===== src/rtl/adc_rl_pkg.sv =====
package adc_rl_pkg;

  typedef enum logic {
    ALIGN_RIGHT = 1'b0,
    ALIGN_LEFT  = 1'b1
  } align_e;

  typedef enum logic {
    GATE_OPEN = 1'b0,
    GATE_HELD = 1'b1
  } gate_e;

endpackage


===== src/rtl/adc_rl_format.sv =====
module adc_rl_format
  import adc_rl_pkg::*;
#(
  parameter int RES_W  = 10,
  parameter int BYTE_W = 8
) (
  input  logic [RES_W-1:0]  data_i,
  input  align_e            align_i,
  output logic [BYTE_W-1:0] hi_o,
  output logic [BYTE_W-1:0] lo_o
);

  localparam int WIDE_W = 2 * BYTE_W;
  localparam int PAD_W  = WIDE_W - RES_W;

  // value sits against bit 0 of the pair
  function automatic logic [WIDE_W-1:0] place_right(input logic [RES_W-1:0] d);
    return WIDE_W'(d);
  endfunction

  // value sits against the top bit of the pair
  function automatic logic [WIDE_W-1:0] place_left(input logic [RES_W-1:0] d);
    return WIDE_W'(d) << PAD_W;
  endfunction

  logic [WIDE_W-1:0] wide;

  always_comb begin
    if (align_i == ALIGN_LEFT) wide = place_left(data_i);
    else                       wide = place_right(data_i);
    hi_o = wide[WIDE_W-1:BYTE_W];
    lo_o = wide[BYTE_W-1:0];
  end

endmodule


===== src/rtl/adc_rl_gate.sv =====
module adc_rl_gate
  import adc_rl_pkg::*;
(
  input  logic clk,
  input  logic rst_n,
  input  logic rd_lo_i,
  input  logic rd_hi_i,
  input  logic done_i,
  output logic held_o,
  output logic store_o,
  output logic drop_o
);

  gate_e state_q, state_d;
  logic  blocked;

  // a low read in this cycle already protects the bytes being read
  assign blocked = (state_q == GATE_HELD) || rd_lo_i;
  assign store_o = done_i && !blocked;
  assign drop_o  = done_i && blocked;
  assign held_o  = (state_q == GATE_HELD);

  always_comb begin
    state_d = state_q;
    if (rd_hi_i)      state_d = GATE_OPEN;
    else if (rd_lo_i) state_d = GATE_HELD;
  end

  always_ff @(posedge clk or negedge rst_n) begin
    if (!rst_n) state_q <= GATE_OPEN;
    else        state_q <= state_d;
  end

endmodule


===== src/rtl/adc_rl_store.sv =====
module adc_rl_store #(
  parameter int BYTE_W = 8
) (
  input  logic              clk,
  input  logic              rst_n,
  input  logic              we_i,
  input  logic [BYTE_W-1:0] hi_i,
  input  logic [BYTE_W-1:0] lo_i,
  output logic [BYTE_W-1:0] hi_o,
  output logic [BYTE_W-1:0] lo_o
);

  always_ff @(posedge clk or negedge rst_n) begin
    if (!rst_n) begin
      hi_o <= '0;
      lo_o <= '0;
    end else if (we_i) begin
      hi_o <= hi_i;
      lo_o <= lo_i;
    end
  end

endmodule


===== src/rtl/adc_rl_flag.sv =====
module adc_rl_flag (
  input  logic clk,
  input  logic rst_n,
  input  logic set_i,
  input  logic clr_i,
  output logic flag_o
);

  always_ff @(posedge clk or negedge rst_n) begin
    if (!rst_n)     flag_o <= 1'b0;
    else if (set_i) flag_o <= 1'b1;
    else if (clr_i) flag_o <= 1'b0;
  end

endmodule


===== src/rtl/adc_result_latch.sv =====
module adc_result_latch
  import adc_rl_pkg::*;
#(
  parameter int RES_W  = 10,
  parameter int BYTE_W = 8
) (
  input  logic              clk,
  input  logic              rst_n,
  input  logic              conv_done_i,
  input  logic [RES_W-1:0]  conv_data_i,
  input  logic              left_align_i,
  input  logic              rd_lo_i,
  input  logic              rd_hi_i,
  input  logic              flag_clr_i,
  output logic [BYTE_W-1:0] res_lo_o,
  output logic [BYTE_W-1:0] res_hi_o,
  output logic              irq_flag_o
);

  // internal events brought out under their own names
  logic              store_ev;
  logic              drop_ev;
  logic              gate_held;
  logic [BYTE_W-1:0] fmt_hi;
  logic [BYTE_W-1:0] fmt_lo;

  adc_rl_format #(.RES_W(RES_W), .BYTE_W(BYTE_W)) u_format (
    .data_i  (conv_data_i),
    .align_i (align_e'(left_align_i)),
    .hi_o    (fmt_hi),
    .lo_o    (fmt_lo)
  );

  adc_rl_gate u_gate (
    .clk     (clk),
    .rst_n   (rst_n),
    .rd_lo_i (rd_lo_i),
    .rd_hi_i (rd_hi_i),
    .done_i  (conv_done_i),
    .held_o  (gate_held),
    .store_o (store_ev),
    .drop_o  (drop_ev)
  );

  adc_rl_store #(.BYTE_W(BYTE_W)) u_store (
    .clk   (clk),
    .rst_n (rst_n),
    .we_i  (store_ev),
    .hi_i  (fmt_hi),
    .lo_i  (fmt_lo),
    .hi_o  (res_hi_o),
    .lo_o  (res_lo_o)
  );

  adc_rl_flag u_flag (
    .clk    (clk),
    .rst_n  (rst_n),
    .set_i  (store_ev || drop_ev),
    .clr_i  (flag_clr_i),
    .flag_o (irq_flag_o)
  );

endmodule


===== config.mk =====
export PLATFORM = sky130hd
export DESIGN_NAME = adc_result_latch
export DESIGN_NICKNAME = d
export VERILOG_FILES = /design/src/rtl/adc_rl_pkg.sv /design/src/rtl/adc_rl_format.sv /design/src/rtl/adc_rl_gate.sv /design/src/rtl/adc_rl_store.sv /design/src/rtl/adc_rl_flag.sv /design/src/rtl/adc_result_latch.sv
export SDC_FILE = /design/constraint.sdc
export NUM_CORES = 1
export LEC_CHECK = 0
export BUFFER_PORTS_ARGS = -buffer_cell sky130_fd_sc_hd__buf_2
export CORE_MARGIN = 8
export CORE_UTILIZATION = 40
export CTS_BUF_LIST = sky130_fd_sc_hd__clkbuf_4
export DETAILED_ROUTE_END_ITERATION = 10
export PLACE_DENSITY = 0.68
export SYNTH_ARGS = -nofsm -noshare
export SYNTH_HDL_FRONTEND = slang
export SYNTH_SLANG_ARGS = --single-unit

===== constraint.sdc =====
create_clock -name clk -period 1.6 [get_ports clk]
set_input_delay 0.16 -clock clk [delete_from_list [all_inputs] [get_ports clk]]
set_output_delay 0.16 -clock clk [all_outputs]
set_load 0.01 [all_outputs]

; Word level (Yosys, flattened, before mapping)
; Cells that the tools add are included.
[totals]
ff_bits = 18
input_bits = 17
out_inout_bits = 17
[classes]
n_mux = 5
n_reduce_logical = 7
[ops]
columns = cell, count
row1 = 16-bit two-way mux, 1
row2 = 1-bit two-way mux, 4
row3 = 2-bit nonzero test, 2
row4 = 1-bit logical AND, 2
row5 = 1-bit logical OR, 2
row6 = 1-bit zero test, 1

; Depth between registers and ports, before layout
[depth]
ltp_word = 5
ltp_mapped = 4
depth_no_buf = 2

; By module
; From an unflattened synthesis, not the netlist that was laid out.
[hier_totals]
hier_cells = 60
area_unflattened_um2 = 904.6
[modules_own_cells]
columns = mod, n_inst, cells_per_inst, area_per_inst_um2, seq_area_each_um2
row1 = adc_rl_store, 1, 34, 649.4, 400.4
row2 = adc_rl_format, 1, 18, 157.7, 0.0
row3 = adc_rl_gate, 1, 4, 55.1, 25.0
row4 = adc_rl_flag, 1, 3, 36.3, 25.0
row5 = adc_result_latch, 1, 1, 6.3, 0.0

; Worst setup path after synthesis
; No wires, ideal clock.
[synth_timing]
kind = flip-flop to flip-flop
start = register u_gate.state_q (netlist: u_gate.held_o)
end = register u_store.lo_o[1]
t_arrival_ns = 1.210
slack_ns = 0.265
stages_incl_launch_ff = 4
n_path_buf = 1
period_less_slack_ns = 1.335
path_cell_list = dfrtp_1 -> nor3b_4 -> buf_12 -> mux2_4
[synth_via]
elab_chain_len = 3
[synth_lines]
columns = item, line
row1 = "start, declared", adc_rl_gate.sv:14  ; gate_e state_q, state_d;
row2 = "start signal, assigned", adc_rl_gate.sv:31  ; else state_q <= state_d;
row3 = 1-bit logical OR, adc_rl_gate.sv:18  ; assign blocked = (state_q == GATE_HELD) || rd_lo_i;
row4 = 1-bit zero test, adc_rl_gate.sv:19  ; assign store_o = done_i && !blocked;
row5 = 1-bit logical AND, adc_rl_gate.sv:19
row6 = "end signal, assigned", adc_rl_store.sv:19  ; lo_o <= lo_i;
row7 = "end, declared", adc_rl_store.sv:10  ; output logic [BYTE_W-1:0] lo_o
; Every way passes these cells.
; A chain may end at the register's enable or synchronous reset.

; Final worst setup path
[layout_timing]
start = register u_gate.state_q (netlist: u_gate.held_o)
end = register u_store.hi_o[1]
[layout_via]
elab_chain_len = 3
[layout_lines]
columns = item, line
row1 = 1-bit logical OR, adc_rl_gate.sv:18
row2 = 1-bit zero test, adc_rl_gate.sv:19
row3 = 1-bit logical AND, adc_rl_gate.sv:19
row4 = "end signal, assigned", adc_rl_store.sv:18  ; hi_o <= hi_i;
row5 = "end, declared", adc_rl_store.sv:9  ; output logic [BYTE_W-1:0] hi_o,
; Every way passes these cells.

==> summary.txt <==
Synthesis
  • Complex-gate fraction of the synthesized area: 0.00901
  • Post-synthesis xor/xnor area fraction: 0
  • Total standard cell area after synthesis: 833 um2
  • Syn avg cell area: 13.0 um2
  • Cell count after synthesis: 64
  • Distinct cells, synth: 12
  • Dominant combinational cell family by area after synthesis: multiplexers
  • Adder and majority cell fraction of the synthesized area: 0
  • Area share of and/or/nand/nor cells after synthesis: 0.104
  • Syn Nets: 81
  • Largest area contributor in the synthesized netlist: sky130_fd_sc_hd__dfrtp_1
  • Synth top area share: 0.541
  • Biggest area contributors in the synthesized netlist: sky130_fd_sc_hd__dfrtp_1 54%, sky130_fd_sc_hd__mux2_2 14%, sky130_fd_sc_hd__mux2i_1 7.2%
  • Proportion of synthesized chip area in sequential cells: 0.541
  • Post-synthesis mux area share: 0.279
  • Synthesized flop and latch total: 18
  • Total of warnings raised by yosys: 0

Min path
  • Path type of the worst min-delay path: input pin to flip-flop

Die
  • Total Die Area: 3800 um2
  • Die span in y: 61.6 um
  • Core Area: 1960 um2
  • I/O pins: 34
  • Placement row count: 16
  • Die outline width: 61.6 um
  • Effective utilization at floorplan: 0.425

Worst setup path
  • Sort of element at the start of the critical path: flip-flop
  • Arrival time of the worst setup path: 1.47 ns
  • Maximum net fanout on the critical path: 9
  • Endpoint class of the critical path: flip-flop
  • Critical path type: flip-flop to flip-flop
  • Required time of the worst setup path: 1.79 ns

Routing
  • DR pass1 iterations: 2
  • Ratio of routed vias to standard cells: 4.50
  • Post-Route WL: 1680 um
  • Met2 WL post-DR: 727 um
  • Highest metal layer used by the detailed router: met4
  • Routed length per instance: 12.9 um
  • DRC violation count after routing: 0
  • Violation count after the first detailed-route iteration: 5
  • Antenna-violating nets left: 0
  • Total via count after detailed routing: 585
  • Routed wire length on met3: 212 um
  • Wire length on met1: 721 um

Power
  • Standby leakage power: 0.555 nW
  • Maximum vdd ir drop: 0.575 mV
  • Internal Power: 0.000767 W
  • Clock Power Share: 0.215
  • Switching part of the total power: 0.284
  • Sequential group share of total power: 0.528
  • Switching power: 0.000305 W
  • Power density over cell area: 1000 nW/um2
  • Combinational power share: 0.257

Clock network
  • TritonCTS Buffers: 3
  • Number of gates given a new drive strength after cts: 0
  • CTS Sinks: 18
  • # H-tree levels: 1
  • Maximum number of buffers from clock root to sink: 2
  • Clock transition at the register clock pins on the worst setup and hold paths after CTS: 0.10 ns
  • Later-pin clock latency in the skew report: 0.29 ns
  • CTS Root Buffer Type: sky130_fd_sc_hd__clkbuf_4
  • Clock tree from TritonCTS: yes

Run
  • Number of maximum-capacitance constraint violations: 0

Global route
  • Largest net degree at the start of global routing: 19
  • Number of global-route vias before repair: 641
  • Total routing usage reported by global routing: 0.100
  • First-pass GRT wire length: 2790 um
  • Final global-route overflow total: 0
  • Number of antenna violations at the first check in global routing: 0

Placed design
  • PortBufs: 33
  • Standard cell area after detailed placement: 1020 um2
  • GPL Wtd Cong: 0.665
  • Post-DP HPWL: 1350 um

Cells and area
  • Antenna Cells: 0
  • Fraction of final layout cells sized beyond drive strength 1: 0.524
  • Final instance area: 1070 um2
  • FILL cells: 208
  • Most frequent cells in the layout: 33 x sky130_fd_sc_hd__buf_2, 18 x sky130_fd_sc_hd__dfrtp_1, 10 x sky130_fd_sc_hd__mux2_2, 7 x sky130_fd_sc_hd__inv_1
  • Most common library cell in the layout ignoring fill and taps: sky130_fd_sc_hd__buf_2
  • Post-synthesis to final-layout area growth: 28.5%
  • Number of nets in the layout: 121

STA
  • Post-route minimum period: 1.28 ns
  • Count of endpoints failing hold in the final timing report: 0
  • Share of the cycle needed by the critical path after routing: 0.799
  • Setup repair after global routing missed its margin: false
  • Number of pins with negative max-slew slack in the final report: 0
  • Sum of negative setup slack: 0 ns
  • Max Clock Skew: 0.00545 ns
  • Top achievable clock speed: 782 MHz
  • Max_slew headroom: 0.734
  • Final setup violation count: 0
  • Transition time of the tightest slew-check pin: 0.400 ns

Status
  • Run status: completed
repair_timing:
action / CTS / global route
endpoints found under the hold margin: 19 / 0
hold buffers: 2 / 0
setup endpoints to repair: 0 / 0
buffers inserted: 0 / 0
worst paths after layout:
check / depth (start not counted) / startpoint / end / slack, ns
max: 3 / u_gate.held_o$_DFFE_PN0P_ / u_store.hi_o[1]$_DFFE_PN0P_ / 0.32
min: 2 / conv_done_i / u_flag.flag_o$_DFFE_PN0P_ / 0.06
max reg2reg: 3 / u_gate.held_o$_DFFE_PN0P_ / u_store.hi_o[1]$_DFFE_PN0P_ / 0.32
min reg2reg: 1 / u_flag.flag_o$_DFFE_PN0P_ / u_flag.flag_o$_DFFE_PN0P_ / 0.49
max in group asynchronous: 2 / rst_n / u_store.lo_o[5]$_DFFE_PN0P_ / 0.99
min in group asynchronous: 2 / rst_n / u_store.lo_o[7]$_DFFE_PN0P_ / 0.32
layer usage:
| metal | vias to the layer above | GRT usage |
|---|---|---|
| li1 | 285 | - |
| met1 | 272 | 0.112 |
| met2 | 26 | 0.151 |
| met3 | 2 | 0.0480 |
| met4 | 0 | 0.0584 |
| met5 | - | 0 |
power by group through the flow:
stage	clock, W	combinational (W)	sequential, W
4_1_cts	0.000244	0.000286	0.000569
6_report	0.000230	0.000276	0.000566
5_1_grt	0.000268	0.000303	0.000576
3_5_place_dp	0	0.000280	0.000578
2_1_floorplan	0	0.000117	0.000612
3_3_place_gp	0	0.000275	0.000574
state kept, by name, summed over array words and instances, names as in the netlist:
register,cells
u_flag.flag_o,1
u_store.lo_o,8
u_store.hi_o,8
u_gate.held_o,1
logic make-up (layout without fill, tap and decap cells):
| logic type | count (synthesis) | in the layout |
|---|---|---|
| compound gates | 1 | 1 |
| flops | 18 | 18 |
| buf+inv | 10 | 49 |
| mux | 20 | 20 |
| simple gates | 15 | 15 |
stage by stage:
step	worst slack [ns]	std cells	hold WS, ns	power, W	utilization
6_report	0.322	130	0.0593	0.00107	0.546
5_1_grt	0.274	130	0.0453	0.00115	0.546
4_1_cts	0.316	130	0.0550	0.00110	0.546
3_5_place_dp	0.331	124	0.118	0.000858	0.522
3_3_place_gp	0.354	124	0.109	0.000849	0.522
2_1_floorplan	0.265	64	-0.136	0.000729	-
synthesized netlist by cell type, drive strengths merged:
master and n:
dfrtp 18, mux2 14, inv 7, mux2i 6, nand2 6, nor2b 6, buf 3, nor2 2
a21o 1, nor3b 1
critical path, cell delays in order, from the launching register on:
cell	delay [ns]
sky130_fd_sc_hd__dfrtp_1	0.42
sky130_fd_sc_hd__nor3b_4	0.19
sky130_fd_sc_hd__buf_4	0.23
sky130_fd_sc_hd__mux2_2	0.34
cell type report:
class,instances,area (um2),share of cell area
Tap cell,27,33.8,0.0315
Clock buffer,3,22.5,0.0210
Sequential cell,18,450,0.421
Multi-Input combinational cell,36,327,0.305
Inverter,7,26.3,0.0245
Clock inverter,1,3.75,0.00350
Timing Repair Buffer,38,208,0.194
No activity file was read; power rests on OpenSTA's default activity.
